File: config.mk
export PLATFORM = sky130hd
export DESIGN_NAME = atr_gpio_switcher
export DESIGN_NICKNAME = d
export VERILOG_FILES = /design/src/rtl/atr_gpio_pkg.sv /design/src/rtl/atr_reg_decode.sv /design/src/rtl/atr_bank_regs.sv /design/src/rtl/atr_mode_reg.sv /design/src/rtl/atr_bit_merge.sv /design/src/rtl/atr_gpio_switcher.sv
export SDC_FILE = /design/constraint.sdc
export NUM_CORES = 1
export LEC_CHECK = 0
export ABC_AREA = 1
export ABC_CLOCK_PERIOD_IN_PS = 1200
export BUFFER_PORTS_ARGS = -buffer_cell sky130_fd_sc_hd__buf_2
export CAP_MARGIN = 40
export CORE_MARGIN = 1
export CORE_UTILIZATION = 28
export DETAILED_ROUTE_END_ITERATION = 6
export PLACE_DENSITY = 0.54
export SLEW_MARGIN = 25
export SYNTH_ARGS = -nofsm -noshare
export SYNTH_HDL_FRONTEND = slang
export SYNTH_SLANG_ARGS = --single-unit
export TNS_END_PERCENT = 10
File: constraint.sdc
create_clock -name clk -period 1.2 [get_ports clk]
set_clock_uncertainty 0.1 [all_clocks]
set_input_delay 0.18 -clock clk [delete_from_list [all_inputs] [get_ports clk]]
set_output_delay 0.18 -clock clk [all_outputs]
set_load 0.02 [all_outputs]
File: src/rtl/atr_gpio_pkg.sv
// Package: shared register-kind encoding for the switcher.
// Assumes: a register address selects at most one kind for one bank.
package atr_gpio_pkg;

    // Kind of register a write targets.
    typedef enum logic [2:0] {
        KIND_NONE = 3'd0,
        KIND_MASK = 3'd1,
        KIND_TXV  = 3'd2,
        KIND_RXV  = 3'd3,
        KIND_IO   = 3'd4
    } reg_kind_e;

    // Offset of a switching register inside one slot's group of three.
    function automatic int unsigned kind_offset(reg_kind_e k);
        case (k)
            KIND_MASK: return 0;
            KIND_TXV:  return 1;
            KIND_RXV:  return 2;
            default:   return 0;
        endcase
    endfunction

    // Stride between successive slots in the switching register block.
    localparam int unsigned SLOT_STRIDE = 3;

endpackage

File: src/rtl/atr_reg_decode.sv
// Module: atr_reg_decode
// Turns one write request into per-bank, per-kind write strobes.
// Assumes: ATR_BASE..ATR_BASE+3*NUM_BANKS-1 and IO_BASE..IO_BASE+NUM_BANKS-1
// do not overlap; unmapped addresses raise no strobe.
module atr_reg_decode
    import atr_gpio_pkg::*;
#(
    parameter int NUM_BANKS = 4,
    parameter int ADDR_W    = 7,
    parameter int ATR_BASE  = 20,
    parameter int IO_BASE   = 8
) (
    input  logic                 wr_en,
    input  logic [ADDR_W-1:0]    wr_addr,
    output logic [NUM_BANKS-1:0] we_mask,
    output logic [NUM_BANKS-1:0] we_txv,
    output logic [NUM_BANKS-1:0] we_rxv,
    output logic [NUM_BANKS-1:0] we_io
);

    genvar s;
    generate
        for (s = 0; s < NUM_BANKS; s++) begin : g_slot
            localparam int MASK_A = ATR_BASE + SLOT_STRIDE * s + kind_offset(KIND_MASK);
            localparam int TXV_A  = ATR_BASE + SLOT_STRIDE * s + kind_offset(KIND_TXV);
            localparam int RXV_A  = ATR_BASE + SLOT_STRIDE * s + kind_offset(KIND_RXV);
            localparam int IO_A   = IO_BASE + s;

            // Compare the address against this slot's four registers.
            always_comb begin
                we_mask[s] = wr_en && (wr_addr == ADDR_W'(MASK_A));
                we_txv[s]  = wr_en && (wr_addr == ADDR_W'(TXV_A));
                we_rxv[s]  = wr_en && (wr_addr == ADDR_W'(RXV_A));
                we_io[s]   = wr_en && (wr_addr == ADDR_W'(IO_A));
            end
        end
    endgenerate

endmodule

File: src/rtl/atr_bank_regs.sv
// Module: atr_bank_regs
// Holds one bank's mask, transmit pattern, receive pattern and software
// output register. Assumes at most one strobe is high per cycle.
module atr_bank_regs #(
    parameter int BANK_W = 16
) (
    input  logic              clk,
    input  logic              rst_n,
    input  logic              we_mask,
    input  logic              we_txv,
    input  logic              we_rxv,
    input  logic              we_io,
    input  logic [BANK_W-1:0] wr_data,
    output logic [BANK_W-1:0] mask_q,
    output logic [BANK_W-1:0] txv_q,
    output logic [BANK_W-1:0] rxv_q,
    output logic [BANK_W-1:0] io_q
);

    // Load the mask register on its strobe; clear on reset.
    always_ff @(posedge clk) begin
        if (!rst_n)       mask_q <= '0;
        else if (we_mask) mask_q <= wr_data;
    end

    // Load the transmit pattern on its strobe; clear on reset.
    always_ff @(posedge clk) begin
        if (!rst_n)      txv_q <= '0;
        else if (we_txv) txv_q <= wr_data;
    end

    // Load the receive pattern on its strobe; clear on reset.
    always_ff @(posedge clk) begin
        if (!rst_n)      rxv_q <= '0;
        else if (we_rxv) rxv_q <= wr_data;
    end

    // Load the software output register on its strobe; clear on reset.
    always_ff @(posedge clk) begin
        if (!rst_n)     io_q <= '0;
        else if (we_io) io_q <= wr_data;
    end

endmodule

File: src/rtl/atr_mode_reg.sv
// Module: atr_mode_reg
// Captures the FIFO-holds-data flag once so all banks switch on one edge.
// Assumes txq_nonempty is already synchronous to clk.
module atr_mode_reg (
    input  logic clk,
    input  logic rst_n,
    input  logic txq_nonempty,
    output logic tx_mode_q
);

    // Single capture stage for the traffic flag.
    always_ff @(posedge clk) begin
        if (!rst_n) tx_mode_q <= 1'b0;
        else        tx_mode_q <= txq_nonempty;
    end

endmodule

File: src/rtl/atr_bit_merge.sv
// Module: atr_bit_merge
// Per-pin selection: masked pins take the pattern chosen by tx_mode,
// unmasked pins take the software output value. Purely combinational.
module atr_bit_merge #(
    parameter int BANK_W = 16
) (
    input  logic              tx_mode,
    input  logic [BANK_W-1:0] mask,
    input  logic [BANK_W-1:0] txv,
    input  logic [BANK_W-1:0] rxv,
    input  logic [BANK_W-1:0] io,
    output logic [BANK_W-1:0] pins
);

    genvar b;
    generate
        for (b = 0; b < BANK_W; b++) begin : g_bit
            // Pick the switched value, then choose it or the software bit.
            always_comb begin
                logic sw_bit;
                sw_bit  = tx_mode ? txv[b] : rxv[b];
                pins[b] = mask[b] ? sw_bit : io[b];
            end
        end
    endgenerate

endmodule

File: src/rtl/atr_gpio_switcher.sv
// Module: atr_gpio_switcher (top)
// Four-bank pin driver with traffic-driven switching of masked pins.
// Assumes a single-cycle write port and a synchronous traffic flag.
module atr_gpio_switcher #(
    parameter int NUM_BANKS = 4,
    parameter int BANK_W    = 16,
    parameter int ADDR_W    = 7,
    parameter int ATR_BASE  = 20,
    parameter int IO_BASE   = 8
) (
    input  logic                        clk,
    input  logic                        rst_n,
    input  logic                        wr_en,
    input  logic [ADDR_W-1:0]           wr_addr,
    input  logic [BANK_W-1:0]           wr_data,
    input  logic                        txq_nonempty,
    output logic [NUM_BANKS*BANK_W-1:0] pin_out
);

    localparam int PIN_W = NUM_BANKS * BANK_W;

    logic [NUM_BANKS-1:0]             we_mask, we_txv, we_rxv, we_io;
    logic [NUM_BANKS-1:0][BANK_W-1:0] mask_q, txv_q, rxv_q, io_q, pins_b;
    logic                             tx_mode_q;

    atr_reg_decode #(
        .NUM_BANKS (NUM_BANKS),
        .ADDR_W    (ADDR_W),
        .ATR_BASE  (ATR_BASE),
        .IO_BASE   (IO_BASE)
    ) u_decode (
        .wr_en   (wr_en),
        .wr_addr (wr_addr),
        .we_mask (we_mask),
        .we_txv  (we_txv),
        .we_rxv  (we_rxv),
        .we_io   (we_io)
    );

    atr_mode_reg u_mode (
        .clk          (clk),
        .rst_n        (rst_n),
        .txq_nonempty (txq_nonempty),
        .tx_mode_q    (tx_mode_q)
    );

    genvar s;
    generate
        for (s = 0; s < NUM_BANKS; s++) begin : g_bank
            atr_bank_regs #(.BANK_W(BANK_W)) u_regs (
                .clk     (clk),
                .rst_n   (rst_n),
                .we_mask (we_mask[s]),
                .we_txv  (we_txv[s]),
                .we_rxv  (we_rxv[s]),
                .we_io   (we_io[s]),
                .wr_data (wr_data),
                .mask_q  (mask_q[s]),
                .txv_q   (txv_q[s]),
                .rxv_q   (rxv_q[s]),
                .io_q    (io_q[s])
            );

            atr_bit_merge #(.BANK_W(BANK_W)) u_merge (
                .tx_mode (tx_mode_q),
                .mask    (mask_q[s]),
                .txv     (txv_q[s]),
                .rxv     (rxv_q[s]),
                .io      (io_q[s]),
                .pins    (pins_b[s])
            );
        end
    endgenerate

    // Pack bank outputs; bank s lands in the s-th BANK_W slice.
    always_comb pin_out = PIN_W'(pins_b);

endmodule

=== Word-level counts from Yosys, hierarchy flattened ===
Index checks and enable logic that the tools add are counted.

* Word-level logic and storage cells: 177
* Flip-flop bits (word level): 257
* Input port bits: 27

* Equal/unequal tests: 16
* Reductions and logical operators: 16
* Mux-type cells: 128

{| class="wikitable"
|+ Operators by type and width
! cell !! count
|-
| $mux W1 || 128
|-
| $eq A7 B5 Y1 const B || 12
|-
| $eq A7 B4 Y1 const B || 4
|-
| $logic_and A1 B1 Y1 || 16
|}

=== Depth between registers and ports, before layout ===
* Depth after elaboration: 2
* Depth in mapped cells: 8
* Gate-level depth less buffers: 7

=== By module ===
Synthesis repeated with hierarchy kept, for this count alone.

* Cells, all modules: 2001
* Area, all modules: 12842.3 sq um

{| class="wikitable"
|+ By module, submodules not included
! module !! cells each !! seq. area each (sq um) !! area an instance (sq um) !! instances
|-
| atr_bank_regs || 355 || 1281.2 || 2534.9 || 4
|-
| atr_bit_merge || 132 || 0.0 || 613.1 || 4
|-
| atr_reg_decode || 50 || 0.0 || 222.7 || 1
|-
| atr_mode_reg || 3 || 20.0 || 27.5 || 1
|}

=== Least setup slack after synthesis ===
No wires, ideal clock.

* Kind: register -> output
* Start point: register u_mode.tx_mode_q
* End point: output port pin_out[17]
* Required time: 920 ps
* Cell stages (with the launch flop): 6
* Data arrival time: 1426 ps
* Setup slack: -506 ps
* Cells stage by stage: dfxtp_1 clkbuf_1 inv_2 clkbuf_1 nor2_1 o21ai_0

* Longest elaborated chain between the ends: 2

{| class="wikitable"
|+ RTL lines
! what !! line !! text
|-
| from (decl) || atr_mode_reg.sv:8 || <nowiki>output logic tx_mode_q</nowiki>
|-
| from (signal assigned) || atr_mode_reg.sv:14 || <nowiki>else tx_mode_q <= txq_nonempty;</nowiki>
|-
| $mux W1 || atr_bit_merge.sv:21 || <nowiki>sw_bit = tx_mode ? txv[b] : rxv[b];</nowiki>
|-
| $mux W1 || atr_bit_merge.sv:22 || <nowiki>pins[b] = mask[b] ? sw_bit : io[b];</nowiki>
|-
| to (decl) || atr_gpio_switcher.sv:17 || <nowiki>output logic [NUM_BANKS*BANK_W-1:0] pin_out</nowiki>
|}

Every way passes these cells.

=== Worst setup path in the final report ===
* Start point: register u_mode.tx_mode_q
* End point: output port pin_out[58]

Same word-level chain as after synthesis.

==> out/qor.csv <==
stage,metric,value,unit
timing,timing.final.crit_share,1.68,
hold_path,min_path_type,primary input to flop,
setup_path,start_kind,flop,
floorplanning,rows,76,
run,maxCapViolCount,0,
global_routing,overflow,0,
floorplanning,pin_count,91,
route,firstDrtPassIters,5,
global_routing,grt.total_usage,0.184,
timing,fin_tns_setup,-47.75,ns
clocking,cts_max_path_buffers,3,
setup_path,worstSetupPathType,flop to output port,
clocking,cts_tree,done,
setup_path,worstPathMaxFanout,7,
synth,ys_seq_area_frac,0.421,
floorplanning,coreArea,0.0431,mm^2
clocking,path_clk_slew,0.06,ns
timing,rsz0062_at_grt,yes,
setup_path,endpoint,pin_out[58],
synth,synth_nets,1930,
setup_path,reg2reg_slack,0.41,ns
setup_path,r2r_start,g_bank[3].u_regs.mask_q[3]$_SDFFE_PN0P_,
synth,ys_ff_latch,257,
pwr,ir_drop,0.00122,V
timing,finalSetupViolCount,64,
route,drtIter0Drc,802,
clocking,cts_root_buf,clkbuf_16,
layout,syn_to_final_growth,34.8,%
synth,synth.distinct_cells,22,
route,via_per_inst,4.57,
setup_path,crit_required,0.92,ns
synth,netlist_area,0.0122,mm^2
placed_design,dpl.hpwl,25500,um
global_routing,antenna_found_initial,4,
synth,syn-mean-instance-area,6.42,um^2
setup_path,r2r.worst_path.cells,4,
floorplanning,die_w,211,um
global_routing,grt_pass1_wl,64400,um
outcome,violations,setup timing,
floorplanning,die_h,211,um
timing,hold_viol,0,
global_routing,grt_pass1_vias,11552,
placed_design,routabilityCongestion,0.787,
floorplanning,die_area,0.0445,mm^2
placed_design,post-place-ws,-0.319,ns
clocking,cts.sinks,257,
route,wire_per_inst,15.5,um
synth,yosysWarnings,0,
route,antenna_left,0,
setup_path,arrival,1.73,ns
route,via_count,11928,
placed_design,place_inst,2552,
timing,slew_violations,0,
setup_path,cp-startpoint,u_mode.tx_mode_q$_SDFF_PN0_,
timing,relSlewSlack,0.768,
clocking,htreeDepth,1,
route,drc,0,
outcome,outcome,finished with violations,
placed_design,io_buffers,90,
clocking,clock_latency,0.56,ns
timing,period_needed,2.01,ns
floorplanning,start_util,0.284,
global_routing,grt_start_max_net_pins,49,
setup_path,r2r_end,g_bank[3].u_regs.mask_q[3]$_SDFFE_PN0P_,
setup_path,end_kind,output port,
route,routed_wirelength,40500,um
pwr,p_leak,0.00673,uW
synth,synth_cells,1903,
layout,drive_gt1_frac,0.180,
layout,stdcell_count,2610,
clocking,numCtsBuffers,28,
timing,worst_slew_pin_slew,0.347,ns
timing,finalWorstSetupSlack,-0.813,ns
layout,nets,2030,
timing,fmax,0.497,GHz
pwr,power_density,1160,mW/mm^2
[critical path, cell delays in order (launching register included)]
cell	delay, ns
dfxtp_4	0.44
buf_12	0.17
buf_12	0.14
buf_12	0.10
o21ai_2	0.05
o21ai_2	0.14
buf_6	0.14
[metrics by stage]
step	hold slack [ns]	total power [uW]	instance area (um^2)	utilization
floorplan	0.178	9660	12900	-
global placement	0.336	10500	14900	0.347
detailed placement	0.336	10500	14900	0.347
CTS	0.00364	19200	16400	0.381
global route	0.0446	19700	16500	0.382
finish	0.0235	19000	16500	0.382
[kinds of logic after synthesis]
group                  synth area share
AO/OA/AOI/OAI                    0.0492
buffers and inverters             0.108
flip-flops                        0.421
AND/OR/NAND/NOR                   0.422
[routing by layer]
| layer | part of all wire | GRT usage | vias up |
|---|---|---|---|
| met2 | 0.46 | 0.301 | 274 |
| li1 | - | - | 6108 |
| met4 | 0.026 | 0.0575 | 4 |
| met5 | 0.00057 | 0 | - |
| met3 | 0.051 | 0.0275 | 55 |
| met1 | 0.47 | 0.249 | 5487 |
[layout by cell type (no fill, tap or decap)]
| master | n |
|---|---|
| o21ai_1 | 21 |
| nand4_1 | 80 |
| clkbuf_8 | 12 |
| bufbuf_16 | 1 |
| nand3_2 | 2 |
| dfxtp_1 | 256 |
| inv_2 | 3 |
| buf_6 | 59 |
| o21ai_2 | 36 |
| clkbuf_16 | 29 |
| nor2_2 | 11 |
| a31oi_4 | 32 |
| clkinv_2 | 6 |
| diode_2 | 2 |
| nor2_4 | 12 |
| nand3_1 | 129 |
| buf_2 | 25 |
| o21ai_0 | 7 |
| nand2_1 | 482 |
| inv_1 | 184 |
| clkbuf_1 | 4 |
| dlygate4sd3_1 | 2 |
| nor2_1 | 478 |
| nand3_4 | 5 |
| inv_8 | 1 |
| buf_4 | 46 |
| dfxtp_4 | 1 |
| buf_16 | 1 |
| buf_12 | 64 |
| a21oi_1 | 16 |
| nand2_2 | 15 |
| nor2_8 | 3 |
[power by group]
| part | total [uW] | switching (uW) | internal, uW |
|---|---|---|---|
| Clock | 8670 | 3560 | 5110 |
| Sequential | 8600 | 29.7 | 8570 |
| Combinational | 1750 | 1100 | 656 |
[synth_stat cells]
library cell,count,area [um^2]
nand2_1,494,1850
nor2_1,486,1820
dfxtp_1,257,5140
inv_1,184,691
nand3_1,129,646
nand4_1,80,500
o21ai_0,64,320
clkbuf_1,49,184
buf_2,36,180
a31oi_1,32,200
buf_1,22,82.6
buf_4,20,150
a21oi_1,16,80.1
nor2_4,9,101
nor2_2,6,37.5
nand3_4,5,87.6
inv_2,4,15.0
nand2_2,3,18.8
nor2_8,3,60.1
nand3_2,2,20.0
buf_6,1,11.3
clkinv_1,1,3.75
[flip-flops by register name, indices dropped and copies added (netlist names)]
name	count
g_bank.u_regs.io_q	64
g_bank.u_regs.mask_q	64
g_bank.u_regs.rxv_q	64
g_bank.u_regs.txv_q	64
u_mode.tx_mode_q	1
[area by class of cell]
cell class,count,area (um^2)
clock inverters,5,25.0
clock buffers,45,906
well taps,585,732
diodes,2,5.00
flip-flops and latches,257,5150
fillers,4425,26600
multi-input cells,1329,6430
inverters,189,718
repair buffers,198,2500
[worst min-delay path by stage]
| stage | from | to | depth (start not counted) |
|---|---|---|---|
| final | wr_data[12] | g_bank[1].u_regs.txv_q[12]$_SDFFE_PN0P_ | 6 |
| after global routing | wr_data[0] | g_bank[1].u_regs.io_q[0]$_SDFFE_PN0P_ | 6 |
| after CTS | wr_data[12] | g_bank[1].u_regs.txv_q[12]$_SDFFE_PN0P_ | 6 |
| after detailed placement | txq_nonempty | u_mode.tx_mode_q$_SDFF_PN0_ | 3 |
| after global placement | txq_nonempty | u_mode.tx_mode_q$_SDFF_PN0_ | 3 |
| after floorplan | txq_nonempty | u_mode.tx_mode_q$_SDFF_PN0_ | 2 |
[what timing repair did]
action	CTS	global route
endpoints found under the setup margin	64	64
hold buffers	2	0
setup buffers	1	1
gates resized for setup	144	11
gates cloned	2	0
hold endpoints to repair	14	0
pin swaps	23	4
Power figures use the tool's default switching activity.
